## src/rtl/priv_wr_pkg.sv

```systemverilog
package priv_wr_pkg;

  localparam int LVL_W   = 2;
  localparam int CLASS_W = 8;
  localparam logic [CLASS_W-1:0] TRAP_CLASS = 8'h18;

  typedef enum logic [1:0] {
    RES_PERFORM = 2'b00,
    RES_UNDEF   = 2'b01,
    RES_TRAP    = 2'b10
  } res_kind_e;

  typedef struct packed {
    logic feat_impl;
    logic fgt_impl;
    logic lvl3_exists;
    logic lvl2_enabled;
    logic lvl0_host;
    logic sdd_undef_prio;
    logic sdd_undef;
    logic mon3_trap;
    logic mon2_trap;
    logic usr_en;
    logic usr_zero_en;
    logic host_route;
    logic fg3_enable;
    logic fg2_wr_permit;
  } ctrl_t;

  typedef struct packed {
    logic             hit;
    res_kind_e        kind;
    logic [LVL_W-1:0] target;
  } chk_t;

  // Ordered check slots, lower index wins
  localparam int CHK_NOFEAT = 0;
  localparam int CHK_TOP    = 1;
  localparam int CHK_SDDPRI = 2;
  localparam int CHK_USER   = 3;
  localparam int CHK_FGT    = 4;
  localparam int CHK_MON2   = 5;
  localparam int CHK_MON3   = 6;
  localparam int N_CHK      = 7;

endpackage

```

## src/rtl/priv_wr_cond.sv

```systemverilog
module priv_wr_cond
  import priv_wr_pkg::*;
(
  input  logic [LVL_W-1:0]   level,
  input  ctrl_t              ctrl,
  output chk_t [N_CHK-1:0]   chk
);

  logic at0, at1, at3, below3, below2;
  logic fg_cond;
  logic [LVL_W-1:0] user_tgt;

  always_comb begin
    at0    = (level == 2'd0);
    at1    = (level == 2'd1);
    at3    = (level == 2'd3);
    below3 = !at3;
    below2 = at0 || at1;

    fg_cond = ctrl.lvl2_enabled && ctrl.fgt_impl &&
              ((ctrl.lvl3_exists && !ctrl.fg3_enable) || !ctrl.fg2_wr_permit);

    user_tgt = (ctrl.lvl2_enabled && ctrl.host_route) ? 2'd2 : 2'd1;

    chk[CHK_NOFEAT] = '{hit: !ctrl.feat_impl, kind: RES_UNDEF, target: '0};

    chk[CHK_TOP]    = '{hit: at3, kind: RES_PERFORM, target: '0};

    chk[CHK_SDDPRI] = '{hit: below3 && ctrl.lvl3_exists && ctrl.sdd_undef_prio && ctrl.mon3_trap,
                        kind: RES_UNDEF, target: '0};

    chk[CHK_USER]   = '{hit: at0 && !ctrl.usr_en && !ctrl.usr_zero_en,
                        kind: RES_TRAP, target: user_tgt};

    chk[CHK_FGT]    = '{hit: ((at0 && !ctrl.lvl0_host) || at1) && fg_cond,
                        kind: RES_TRAP, target: 2'd2};

    chk[CHK_MON2]   = '{hit: below2 && ctrl.lvl2_enabled && ctrl.mon2_trap,
                        kind: RES_TRAP, target: 2'd2};

    chk[CHK_MON3]   = '{hit: below3 && ctrl.lvl3_exists && ctrl.mon3_trap,
                        kind: ctrl.sdd_undef ? RES_UNDEF : RES_TRAP,
                        target: ctrl.sdd_undef ? 2'd0 : 2'd3};
  end

endmodule

```

## src/rtl/priv_wr_prio.sv

```systemverilog
module priv_wr_prio
  import priv_wr_pkg::*;
(
  input  chk_t [N_CHK-1:0] chk,
  output res_kind_e        kind,
  output logic [LVL_W-1:0] target
);

  logic [N_CHK:0]   seen;
  logic [N_CHK-1:0] sel;

  assign seen[0] = 1'b0;

  for (genvar i = 0; i < N_CHK; i++) begin : g_chain
    assign sel[i]      = chk[i].hit && !seen[i];
    assign seen[i + 1] = seen[i] || chk[i].hit;
  end

  always_comb begin
    logic [1:0] k;
    k      = '0;
    target = '0;
    for (int i = 0; i < N_CHK; i++) begin
      if (sel[i]) begin
        k      = k | chk[i].kind;
        target = target | chk[i].target;
      end
    end
    kind = res_kind_e'(k);
  end

endmodule

```

## src/rtl/priv_wr_outreg.sv

```systemverilog
module priv_wr_outreg
  import priv_wr_pkg::*;
(
  input  logic               clk,
  input  logic               rst,
  input  logic               in_valid,
  input  res_kind_e          in_kind,
  input  logic [LVL_W-1:0]   in_target,
  output logic               out_valid,
  output logic [1:0]         out_kind,
  output logic [LVL_W-1:0]   out_target,
  output logic [CLASS_W-1:0] out_class
);

  always_ff @(posedge clk) begin
    if (rst) begin
      out_valid  <= 1'b0;
      out_kind   <= '0;
      out_target <= '0;
      out_class  <= '0;
    end else begin
      out_valid <= in_valid;
      if (in_valid) begin
        out_kind   <= in_kind;
        out_target <= (in_kind == RES_TRAP) ? in_target : '0;
        out_class  <= (in_kind == RES_TRAP) ? TRAP_CLASS : '0;
      end
    end
  end

endmodule

```

## src/rtl/priv_wr_arbiter.sv

```systemverilog
module priv_wr_arbiter
  import priv_wr_pkg::*;
(
  input  logic               clk,
  input  logic               rst,
  input  logic               req_valid,
  input  logic [LVL_W-1:0]   req_level,
  input  logic               feat_impl,
  input  logic               fgt_impl,
  input  logic               lvl3_exists,
  input  logic               lvl2_enabled,
  input  logic               lvl0_host,
  input  logic               sdd_undef_prio,
  input  logic               sdd_undef,
  input  logic               mon3_trap,
  input  logic               mon2_trap,
  input  logic               usr_en,
  input  logic               usr_zero_en,
  input  logic               host_route,
  input  logic               fg3_enable,
  input  logic               fg2_wr_permit,
  output logic               rsp_valid,
  output logic [1:0]         rsp_kind,
  output logic [LVL_W-1:0]   rsp_target,
  output logic [CLASS_W-1:0] rsp_class
);

  ctrl_t            ctrl;
  chk_t [N_CHK-1:0] chk;
  res_kind_e        res_kind;
  logic [LVL_W-1:0] res_target;

  assign ctrl = '{
    feat_impl:      feat_impl,
    fgt_impl:       fgt_impl,
    lvl3_exists:    lvl3_exists,
    lvl2_enabled:   lvl2_enabled,
    lvl0_host:      lvl0_host,
    sdd_undef_prio: sdd_undef_prio,
    sdd_undef:      sdd_undef,
    mon3_trap:      mon3_trap,
    mon2_trap:      mon2_trap,
    usr_en:         usr_en,
    usr_zero_en:    usr_zero_en,
    host_route:     host_route,
    fg3_enable:     fg3_enable,
    fg2_wr_permit:  fg2_wr_permit
  };

  priv_wr_cond u_cond (
    .level (req_level),
    .ctrl  (ctrl),
    .chk   (chk)
  );

  priv_wr_prio u_prio (
    .chk    (chk),
    .kind   (res_kind),
    .target (res_target)
  );

  priv_wr_outreg u_oreg (
    .clk        (clk),
    .rst        (rst),
    .in_valid   (req_valid),
    .in_kind    (res_kind),
    .in_target  (res_target),
    .out_valid  (rsp_valid),
    .out_kind   (rsp_kind),
    .out_target (rsp_target),
    .out_class  (rsp_class)
  );

endmodule

```

## config.mk

```make
export PLATFORM = sky130hd
export DESIGN_NAME = priv_wr_arbiter
export DESIGN_NICKNAME = d
export VERILOG_FILES = /design/src/rtl/priv_wr_pkg.sv /design/src/rtl/priv_wr_cond.sv /design/src/rtl/priv_wr_prio.sv /design/src/rtl/priv_wr_outreg.sv /design/src/rtl/priv_wr_arbiter.sv
export SDC_FILE = /design/constraint.sdc
export NUM_CORES = 1
export LEC_CHECK = 0
export ABC_AREA = 1
export BUFFER_PORTS_ARGS = -buffer_cell sky130_fd_sc_hd__buf_2
export CORE_MARGIN = 1
export CORE_UTILIZATION = 40
export CTS_CLUSTER_SIZE = 28
export DETAILED_ROUTE_END_ITERATION = 8
export GPL_TIMING_DRIVEN = 1
export PLACE_DENSITY = 0.67
export SKIP_CTS_REPAIR_TIMING = 1
export SYNTH_ARGS = -nofsm -noshare
export SYNTH_HDL_FRONTEND = slang
export SYNTH_HIERARCHICAL = 1
export SYNTH_SLANG_ARGS = --single-unit
```

## constraint.sdc

```tcl
create_clock -name clk -period 1.8 [get_ports clk]
set_input_delay 0.18 -clock clk [delete_from_list [all_inputs] [get_ports clk]]
set_output_delay 0.18 -clock clk [all_outputs]
set_load 0.01 [all_outputs]
```

==> impl_metrics.yaml <==
routing:
  drc: 0
  routedWlPerCell_um: 6.80
  first_iter_violations: 9
  wirelength_um: 1300
  drtPass1Iterations: 4
  avgViaCountPerCell: 4.09
  vias: 782
  antenna_left: 0
die:
  die_area_um2: 2370
  start_util: 0.435
  io_pins: 32
  core_area_um2: 2000
  rows: 16
  fp.dieW_um: 48.7
  die_h_um: 48.7
timing:
  rsz0062_at_grt: "no"
  hold_violations: 0
  skew_ns: 0
  setup_slack_ns: 0.352
  drv_slew: 0
  tns_ns: 0
  fin_crit_ns: 1.45
  max_freq_mhz: 690
  finalSetupViolations: 0
  final.period_utilization: 0.805
grt:
  grt-ovfl-total: 0
  grt_pass1_wl_um: 2390
  grt_max_degree: 11
  track_usage: 0.123
  gr-max-usage-layer: "met2"
  use_met1: 0.146
  grt_pass1_vias: 652
  met3_usage: 0.0189
  antenna_found_initial: 0
  grt_use_met2: 0.222
clock_tree:
  root_buffer: "clkbuf_4"
  cts_buffers: 3
  clockBufferDepth: 2
  cts.clk_slew.worst_paths_ns: 0.04
  clk_latency_ns: 0.23
  cts_sinks: 6
  cts_tree: "built"
  cts_max_level: 1
critical_path:
  cp_cell_sequence: "buf_2 > nand2_1 > inv_2 > nor3b_2 > inv_1 > nand3_2 > nor2_2 > nand3_1 > nand3_1 > inv_1 > nand4_1 > a21oi_1"
  worstPathRequired_ns: 1.96
  critical_path_arrival_ns: 1.61
  cp_slowest_cell: "nor3b_2"
  cp_max_fo: 7
  critPathKind: "primary input to flop"
  startpoint_type: "primary input"
  worstSetupEndpointType: "flop"
  rrSetupSlack_ns: 1.20
  critPathMaxStageDelay_ns: 0.29
placed_design:
  dp_slack_ns: 0.115
  dp_hpwl_um: 1170
  gp_congestion: 0.778
  portBuffers: 25
logic_synthesis:
  synthesis.area_um2: 871
  netlist_instances: 144
  synth_top_cell_area_share: 0.284
  ys_types: 19
  synth_area_leaders: "buf_4 (28%), dfxtp_1 (14%), nand3_1 (12%)"
  ys_seq_area_frac: 0.138
  synth_largest_area_cell: "buf_4"
  ys_ff_latch: 6
  yosysWarnings: 6
  syn_avg_cell_area_um2: 6.05
run:
  cap_violations: 0
min_path:
  hold_class: "primary input to flop"
finish:
  final_common_cell: "conb_1"
  final_cell_mix: "conb_1 (28), buf_2 (25), nand2_1 (24)"
  drive_gt1_frac: 0.226
  final_net_count: 185
  area_growth_syn_to_layout_pct: 3.16
  diodes: 0
power_and_ir_drop:
  ir_drop_uv: 259
  pwr_density_cell_nw_per_um2: 425
  leakage_nw: 0.511
run_status:
  status: "finished, final reports clean"
-- flip-flops by register name (all words and copies together) (netlist names) --
name and cells:
u_oreg/out_kind 2, u_oreg/out_class 1, u_oreg/out_valid 1, u_oreg/out_target 2
-- cells by family (layout without fill, tap and decap cells) --
logic type | after synthesis | in the layout | synth area share
compound gates | 6 | 6 | 0.0402
buf+inv | 56 | 51 | 0.384
flops | 6 | 6 | 0.138
other cells | 3 | 28 | 0.0129
simple gates | 73 | 73 | 0.425
-- final cells by class --
cell class	instances	area, um2
Timing Repair Buffer	25	125
Clock buffer	3	22.5
Fill cell	221	1100
Tap cell	27	33.8
Inverter	23	86.3
Sequential cell	6	120
Multi-Input combinational cell	107	510
-- metrics by stage --
stage | std cells | hold slack [ns] | power, mW | util | area, um2
2_1_floorplan | 169 | 0.249 | 0.279 | - | 965
3_3_place_gp | 188 | 0.421 | 0.266 | 0.438 | 876
3_5_place_dp | 188 | 0.423 | 0.269 | 0.438 | 876
4_1_cts | 191 | 0.173 | 0.388 | 0.449 | 898
5_1_grt | 191 | 0.186 | 0.416 | 0.449 | 898
6_report | 191 | 0.185 | 0.382 | 0.449 | 898
-- Yosys cell counts (all sizes together) --
master,n
conb,3
a21oi,4
nand4,7
clkinv,1
dfxtp,6
nor2,16
a21boi,1
nand2,24
nor3b,1
buf,33
nand3,23
inv,22
a211oi,1
nor3,2
-- critical path: cells and delay by family --
| family | cells | cell delay [ns] |
|---|---|---|
| buffers and inverters | 4 | 0.48 |
| AOI/OAI and AO/OA | 1 | 0.14 |
| and+or+nand+nor | 7 | 0.81 |
-- report_power, final --
group	total [mW]	internal (mW)	switching, mW
clock	0.114	0.0748	0.0396
sequential	0.143	0.140	0.00296
combinational	0.124	0.0460	0.0785
total	0.382	0.261	0.121
-- worst paths after layout --
kind / end / cells past startpoint / from
worst max-delay path: u_oreg/out_target[1] / 12 / req_level[0]
worst min-delay path: u_oreg/out_class[3] / 2 / rst
worst max register to register: u_oreg/out_kind[0] / 2 / u_oreg/out_kind[0]
worst min register to register: u_oreg/out_target[0] / 2 / u_oreg/out_target[0]
-- per-layer routing --
metal | up-vias | share of wire
li1 | 439 | -
met1 | 315 | 0.46
met2 | 26 | 0.48
met3 | 2 | 0.052
met4 | 0 | 0.0062
met5 | - | 0
No activity file was read; power rests on OpenSTA's default activity.
